File: config.mk
export PLATFORM = sky130hd
export DESIGN_NAME = i2c_mem_target
export DESIGN_NICKNAME = d
export VERILOG_FILES = /design/src/rtl/i2c_tgt_pkg.sv /design/src/rtl/i2c_tgt_glitch.sv /design/src/rtl/i2c_tgt_cond.sv /design/src/rtl/i2c_tgt_engine.sv /design/src/rtl/i2c_mem_target.sv
export SDC_FILE = /design/constraint.sdc
export NUM_CORES = 1
export LEC_CHECK = 0
export ABC_AREA = 1
export BUFFER_PORTS_ARGS = -buffer_cell sky130_fd_sc_hd__buf_2
export CAP_MARGIN = 40
export CORE_MARGIN = 8
export CORE_UTILIZATION = 35
export DETAILED_ROUTE_END_ITERATION = 8
export SETUP_SLACK_MARGIN = 0.3
export SLEW_MARGIN = 25
export SYNTH_ARGS = -nofsm -noshare
export SYNTH_HDL_FRONTEND = slang
export SYNTH_HIERARCHICAL = 1
export SYNTH_SLANG_ARGS = --single-unit
export TNS_END_PERCENT = 20
File: constraint.sdc
create_clock -name clk -period 4.9 [get_ports clk]
set_input_delay 0.49 -clock clk [delete_from_list [all_inputs] [get_ports clk]]
set_output_delay 0.49 -clock clk [all_outputs]
set_load 0.01 [all_outputs]
File: src/rtl/i2c_tgt_pkg.sv
package i2c_tgt_pkg;
    localparam int BYTE_W  = 8;
    localparam int STRAP_W = 3;
    localparam int TYPE_W  = BYTE_W - 1 - STRAP_W;
    localparam int BCNT_W  = $clog2(BYTE_W + 1);

    typedef enum logic [2:0] {
        ST_IDLE,
        ST_ADDR,
        ST_AACK,
        ST_RX,
        ST_RACK,
        ST_TX,
        ST_TACK
    } tgt_state_e;

    typedef struct packed {
        tgt_state_e          st;
        logic [BYTE_W-1:0]   sh;
        logic [BCNT_W-1:0]   cnt;
        logic                rw;
        logic                pull;
        logic [BYTE_W-1:0]   rxb;
        logic                mnack;
        logic                start_p;
        logic                stop_p;
        logic                hit_p;
        logic                rxv_p;
        logic                txr_p;
        logic                mackv_p;
    } eng_t;
endpackage

File: src/rtl/i2c_tgt_glitch.sv
module i2c_tgt_glitch #(
    parameter int FILT_CYC = 10
) (
    input  logic clk,
    input  logic rst_n,
    input  logic line_i,
    output logic line_o
);
    localparam int CW = $clog2(FILT_CYC + 1);
    localparam logic [CW-1:0] LAST = CW'(FILT_CYC - 1);

    logic          s1_q, s2_q, out_q, out_d;
    logic [CW-1:0] cnt_q, cnt_d;

    always_comb begin
        out_d = out_q;
        cnt_d = '0;
        if (s2_q != out_q) begin
            if (cnt_q == LAST) begin
                out_d = s2_q;
            end else begin
                cnt_d = cnt_q + 1'b1;
            end
        end
    end

    always_ff @(posedge clk or negedge rst_n) begin
        if (!rst_n) begin
            s1_q  <= 1'b1;
            s2_q  <= 1'b1;
            out_q <= 1'b1;
            cnt_q <= '0;
        end else begin
            s1_q  <= line_i;
            s2_q  <= s1_q;
            out_q <= out_d;
            cnt_q <= cnt_d;
        end
    end

    assign line_o = out_q;
endmodule

File: src/rtl/i2c_tgt_cond.sv
module i2c_tgt_cond (
    input  logic clk,
    input  logic rst_n,
    input  logic scl_f,
    input  logic sda_f,
    output logic scl_rise,
    output logic scl_fall,
    output logic start_det,
    output logic stop_det
);
    logic scl_q, sda_q;

    always_ff @(posedge clk or negedge rst_n) begin
        if (!rst_n) begin
            scl_q <= 1'b1;
            sda_q <= 1'b1;
        end else begin
            scl_q <= scl_f;
            sda_q <= sda_f;
        end
    end

    always_comb begin
        scl_rise  = scl_f & ~scl_q;
        scl_fall  = ~scl_f & scl_q;
        start_det = scl_f & scl_q & sda_q & ~sda_f;
        stop_det  = scl_f & scl_q & ~sda_q & sda_f;
    end
endmodule

File: src/rtl/i2c_tgt_engine.sv
module i2c_tgt_engine
    import i2c_tgt_pkg::*;
#(
    parameter logic [TYPE_W-1:0] TYPE_CODE = 4'b1010
) (
    input  logic               clk,
    input  logic               rst_n,
    input  logic               scl_rise,
    input  logic               scl_fall,
    input  logic               start_det,
    input  logic               stop_det,
    input  logic               sda_s,
    input  logic [STRAP_W-1:0] strap_i,
    input  logic               busy_i,
    input  logic               ack_en_i,
    input  logic [BYTE_W-1:0]  tx_byte_i,
    output eng_t               eng_o
);
    localparam logic [BCNT_W-1:0] CNT_FULL = BCNT_W'(BYTE_W);
    localparam logic [BCNT_W-1:0] CNT_LAST = BCNT_W'(BYTE_W - 1);

    eng_t q, d;
    logic addr_match;

    assign addr_match = (q.sh[BYTE_W-1 -: TYPE_W] == TYPE_CODE) &&
                        (q.sh[STRAP_W:1] == strap_i);

    always_comb begin
        d         = q;
        d.start_p = 1'b0;
        d.stop_p  = 1'b0;
        d.hit_p   = 1'b0;
        d.rxv_p   = 1'b0;
        d.txr_p   = 1'b0;
        d.mackv_p = 1'b0;
        if (stop_det) begin
            d.st     = ST_IDLE;
            d.pull   = 1'b0;
            d.stop_p = 1'b1;
        end else if (start_det) begin
            d.st      = ST_ADDR;
            d.cnt     = '0;
            d.pull    = 1'b0;
            d.start_p = 1'b1;
        end else begin
            unique case (q.st)
                ST_ADDR: begin
                    if (scl_rise) begin
                        d.sh  = {q.sh[BYTE_W-2:0], sda_s};
                        d.cnt = q.cnt + 1'b1;
                    end else if (scl_fall && q.cnt == CNT_FULL) begin
                        if (addr_match && !busy_i) begin
                            d.st    = ST_AACK;
                            d.pull  = 1'b1;
                            d.rw    = q.sh[0];
                            d.hit_p = 1'b1;
                            d.txr_p = q.sh[0];
                        end else begin
                            d.st = ST_IDLE;
                        end
                    end
                end
                ST_AACK: begin
                    if (scl_fall) begin
                        d.cnt = '0;
                        if (q.rw) begin
                            d.st   = ST_TX;
                            d.sh   = tx_byte_i;
                            d.pull = ~tx_byte_i[BYTE_W-1];
                        end else begin
                            d.st   = ST_RX;
                            d.pull = 1'b0;
                        end
                    end
                end
                ST_RX: begin
                    if (scl_rise) begin
                        d.sh  = {q.sh[BYTE_W-2:0], sda_s};
                        d.cnt = q.cnt + 1'b1;
                        if (q.cnt == CNT_LAST) begin
                            d.rxb   = {q.sh[BYTE_W-2:0], sda_s};
                            d.rxv_p = 1'b1;
                        end
                    end else if (scl_fall && q.cnt == CNT_FULL) begin
                        if (ack_en_i) begin
                            d.st   = ST_RACK;
                            d.pull = 1'b1;
                        end else begin
                            d.st = ST_IDLE;
                        end
                    end
                end
                ST_RACK: begin
                    if (scl_fall) begin
                        d.st   = ST_RX;
                        d.cnt  = '0;
                        d.pull = 1'b0;
                    end
                end
                ST_TX: begin
                    if (scl_fall) begin
                        d.cnt = q.cnt + 1'b1;
                        if (q.cnt == CNT_LAST) begin
                            d.st   = ST_TACK;
                            d.pull = 1'b0;
                        end else begin
                            d.sh   = {q.sh[BYTE_W-2:0], 1'b0};
                            d.pull = ~q.sh[BYTE_W-2];
                        end
                    end
                end
                ST_TACK: begin
                    if (scl_rise) begin
                        d.mackv_p = 1'b1;
                        d.mnack   = sda_s;
                        d.txr_p   = ~sda_s;
                    end else if (scl_fall) begin
                        if (q.mnack) begin
                            d.st = ST_IDLE;
                        end else begin
                            d.st   = ST_TX;
                            d.cnt  = '0;
                            d.sh   = tx_byte_i;
                            d.pull = ~tx_byte_i[BYTE_W-1];
                        end
                    end
                end
                default: ;
            endcase
        end
    end

    always_ff @(posedge clk or negedge rst_n) begin
        if (!rst_n) begin
            q <= '{st: ST_IDLE, default: '0};
        end else begin
            q <= d;
        end
    end

    assign eng_o = q;
endmodule

File: src/rtl/i2c_mem_target.sv
module i2c_mem_target
    import i2c_tgt_pkg::*;
#(
    parameter int                FILT_CYC  = 10,
    parameter logic [TYPE_W-1:0] TYPE_CODE = 4'b1010
) (
    input  logic               clk,
    input  logic               rst_n,
    input  logic               scl_i,
    input  logic               sda_i,
    output logic               sda_pull_o,
    input  logic [STRAP_W-1:0] strap_i,
    input  logic               busy_i,
    input  logic               ack_en_i,
    input  logic [BYTE_W-1:0]  tx_byte_i,
    output logic               start_o,
    output logic               stop_o,
    output logic               addr_hit_o,
    output logic               rw_o,
    output logic               rx_valid_o,
    output logic [BYTE_W-1:0]  rx_byte_o,
    output logic               tx_req_o,
    output logic               mack_valid_o,
    output logic               mnack_o
);
    localparam int N_LINES = 2;

    logic [N_LINES-1:0] raw_lines, filt_lines;
    logic scl_rise, scl_fall, start_det, stop_det;
    eng_t eng;

    assign raw_lines = {scl_i, sda_i};

    for (genvar g = 0; g < N_LINES; g++) begin : g_filt
        i2c_tgt_glitch #(.FILT_CYC(FILT_CYC)) u_filt (
            .clk    (clk),
            .rst_n  (rst_n),
            .line_i (raw_lines[g]),
            .line_o (filt_lines[g])
        );
    end

    i2c_tgt_cond u_cond (
        .clk       (clk),
        .rst_n     (rst_n),
        .scl_f     (filt_lines[1]),
        .sda_f     (filt_lines[0]),
        .scl_rise  (scl_rise),
        .scl_fall  (scl_fall),
        .start_det (start_det),
        .stop_det  (stop_det)
    );

    i2c_tgt_engine #(.TYPE_CODE(TYPE_CODE)) u_eng (
        .clk       (clk),
        .rst_n     (rst_n),
        .scl_rise  (scl_rise),
        .scl_fall  (scl_fall),
        .start_det (start_det),
        .stop_det  (stop_det),
        .sda_s     (filt_lines[0]),
        .strap_i   (strap_i),
        .busy_i    (busy_i),
        .ack_en_i  (ack_en_i),
        .tx_byte_i (tx_byte_i),
        .eng_o     (eng)
    );

    assign sda_pull_o   = eng.pull;
    assign start_o      = eng.start_p;
    assign stop_o       = eng.stop_p;
    assign addr_hit_o   = eng.hit_p;
    assign rw_o         = eng.rw;
    assign rx_valid_o   = eng.rxv_p;
    assign rx_byte_o    = eng.rxb;
    assign tx_req_o     = eng.txr_p;
    assign mack_valid_o = eng.mackv_p;
    assign mnack_o      = eng.mnack;
endmodule

==> results.md <==
- Warnings from Yosys: 6
- Tcrit/Tclk final: 40.1%
- Worst Setup End Kind: flip-flop
- Overflow after GRT: 0
- Post-synth EDFFs: 0
- Area grow syn2layout: 14.3%
- DRT Pass-1 Iters: 4
- Inserted Clock Buffers: 5
- Post-route ant nets: 0
- Clk Latency, worst-skew pair: 0.30 ns
- CTS tree: built
- Synthesis-stage register bit count: 48
- Number of distinct library cells after synthesis: 30
- Dominant cells by area after synthesis: dfrtp_1, nand2_1, dfstp_2
- Pin count of the biggest net entering global routing: 49
- Detail Placement HPWL: 4100 um
- Synth area leader: dfrtp_1
- Setup Crit Path Kind: reg2reg
- Least-Margin Pin Slew: 0.601 ns
- Count leader, synth: nand2_1
- Routability Congestion: 0.924
- Met2 Use GR: 19.3%
- RR Startpoint: g_filt[0].u_filt/line_o$_DFFE_PN1P_
- Slew HR: 60.0%
- Post-Route WL: 5550 um
- Initial antenna violation count: 0
- R2R Setup Slk: 2.93 ns
- Clock Skews: 0.0111 ns
- Worst hold slack: 0.178 ns
- R2R Path End: u_eng/eng_o[16]$_DFFE_PN0P_
- VDD IR-drop max: 194 uV
- Vias: 2044
- Final Hold Vio Count: 0
- Routed len/inst: 12.6 um
- Post-Syn Area: 2490 sq um
- Core ar.: 6830 sq um
- Syn avg cell area: 8.08 sq um
- Hold Path Class: in2async
- Port Buffers: 33
- 1st-iter DRT viols: 126
- Vias in the first global route: 2034
- Status: completed
- Site Rows: 30
- Die width: 100 um
- Fillers: 747
- Tot Pwr: 1.29 mW
- Hold_buf cts: 0
- Req. time, crit path: 5.10 ns
- P_leak: 1.51 nW
- DIE AREA: 10100 sq um
- CTS Root Cell: clkbuf_8
- Pwr Density: 452 nW/um^2
- Final core utilization: 41.6%
- Top post-synthesis cells by count: nand2_1, inv_1, dfrtp_1
- Main synth FF type: dfrtp_1
- CP Launch Type: flip-flop
- Fmax: 0.509 GHz
- Met1 Usage GRT: 15.4%
- RSZ-0062 raised after global routing: false
- Syn Nets: 331
- Vias per cell: 4.63
- Setup TNS: 0 ns
- Arr. time, crit path: 2.17 ns
- Gr usage total: 11.9%
- CTS Sinks: 48
- Final setup fails: 0
- Global-route wire length before repair: 9700 um
- Max-cap violations: 0
- Worst Path Max Fanout: 7
- Sequential fraction of the synthesis area: 48.7%
- Global routing's busiest layer: met2
- Die height: 100 um
- Clk slew on worst S/H paths: 0.10 ns
- Ys async rst share: 100%
- Layout cell share with drive strength beyond 1: 21.7%
- Resized cells post-CTS: 0
- Postcts setup bufs: 0
- GRT met3 Usage: 2.49%
- Deepest clock path buffer count: 2
- Ports: 34
- CTS H-Tree Depth: 2
- # nets final: 367
- Yosys top cell area share: 40.2%
- Min cycle time layout: 1.97 ns
- Residual DRC: 0
- Gate Count Post-Synth: 308
- FF-to-FF path depth: 9
- Starting Density: 36.4%
- Antenna Cells: 0
- Slew Viols, Final: 0
-- report_power, final --
group          internal (mW)  leakage [nW]  switching, mW
sequential             0.461         0.618         0.0605
clock                  0.151        0.0541          0.136
combinational          0.153         0.834          0.323
-- sequential cells by signal (all words and copies together) (netlist names) --
name                  cells
g_filt.u_filt/s1_q        2
g_filt.u_filt/line_o      2
u_cond/sda_q              1
g_filt.u_filt/s2_q        2
u_eng/eng_o              32
u_cond/scl_q              1
g_filt.u_filt/cnt_q       8
-- how the worst max path moves through the flow --
| stage | slack [ns] | depth (start not counted) | endpoint | startpoint |
|---|---|---|---|---|
| 2_1_floorplan | 3.20 | 10 | u_eng/eng_o[26]$_DFFE_PN0P_ | g_filt[1].u_filt/line_o$_DFFE_PN1P_ |
| 3_3_place_gp | 2.96 | 9 | u_eng/eng_o[16]$_DFFE_PN0P_ | g_filt[0].u_filt/line_o$_DFFE_PN1P_ |
| 3_5_place_dp | 2.94 | 9 | u_eng/eng_o[16]$_DFFE_PN0P_ | g_filt[0].u_filt/line_o$_DFFE_PN1P_ |
| 4_1_cts | 2.94 | 9 | u_eng/eng_o[8]$_DFFE_PN0P_ | g_filt[1].u_filt/line_o$_DFFE_PN1P_ |
| 5_1_grt | 2.66 | 9 | u_eng/eng_o[16]$_DFFE_PN0P_ | g_filt[0].u_filt/line_o$_DFFE_PN1P_ |
| 6_report | 2.93 | 9 | u_eng/eng_o[16]$_DFFE_PN0P_ | g_filt[0].u_filt/line_o$_DFFE_PN1P_ |
-- metal layers --
| metal | wire (um) | up-vias | share of wire [%] |
|---|---|---|---|
| met5 | 0 | - | 0 |
| met4 | 57 | 0 | 1.0 |
| met3 | 224 | 4 | 4.0 |
| met2 | 2640 | 46 | 48 |
| met1 | 2620 | 952 | 47 |
| li1 | - | 1042 | - |
-- worst max-delay path, cell delays in order, from the launching register on --
cell,delay [ns]
dfstp_2,0.60
inv_1,0.05
nand2_1,0.05
nor2_1,0.11
nor2_4,0.23
inv_2,0.08
nor4_1,0.44
nand2_1,0.17
nand2_1,0.09
nand2_1,0.04
-- per-stage QoR --
step / worst slack [ns] / area [sq um] / cells
2_1_floorplan: 3.20 / 2490 / 308
3_3_place_gp: 2.96 / 2730 / 433
3_5_place_dp: 2.94 / 2730 / 433
4_1_cts: 2.94 / 2850 / 441
5_1_grt: 2.66 / 2850 / 441
6_report: 2.93 / 2850 / 441
-- area by class of cell --
cell class	count	area, sq um	area share [%]
well taps	96	120	4.22
clock inverters	3	42.5	1.50
multi-input cells	209	1060	37.2
inverters	47	176	6.20
flip-flops and latches	48	1210	42.6
repair buffers	33	168	5.89
clock buffers	5	68.8	2.42
-- logic make-up after synthesis --
| family | Yosys count | share of synthesized area, % |
|---|---|---|
| AND/OR/NAND/NOR | 159 | 28.9 |
| flip-flops | 48 | 48.7 |
| XOR/XNOR | 2 | 0.704 |
| AO/OA/AOI/OAI | 42 | 9.91 |
| buffers and inverters | 51 | 8.80 |
| adder cells (fa/ha/maj) | 6 | 3.02 |
-- cells in the final DEF, fill, tap and decap left out, drive strengths merged --
cell type and count:
buf 33, dfrtp 40, nor4 1, clkinvlp 1, nor3 1, o21a 1, a211oi 1, nand4 6
ha 6, o21ai 32, a31oi 1, a21oi 5, nand2 95, clkinv 1, nor2 35, bufinv 1
xnor2 2, nand3b 2, clkbuf 5, o211ai 1, o22ai 1, nand3 19, dfstp 8, inv 47
(Power assumes the default switching activity.)
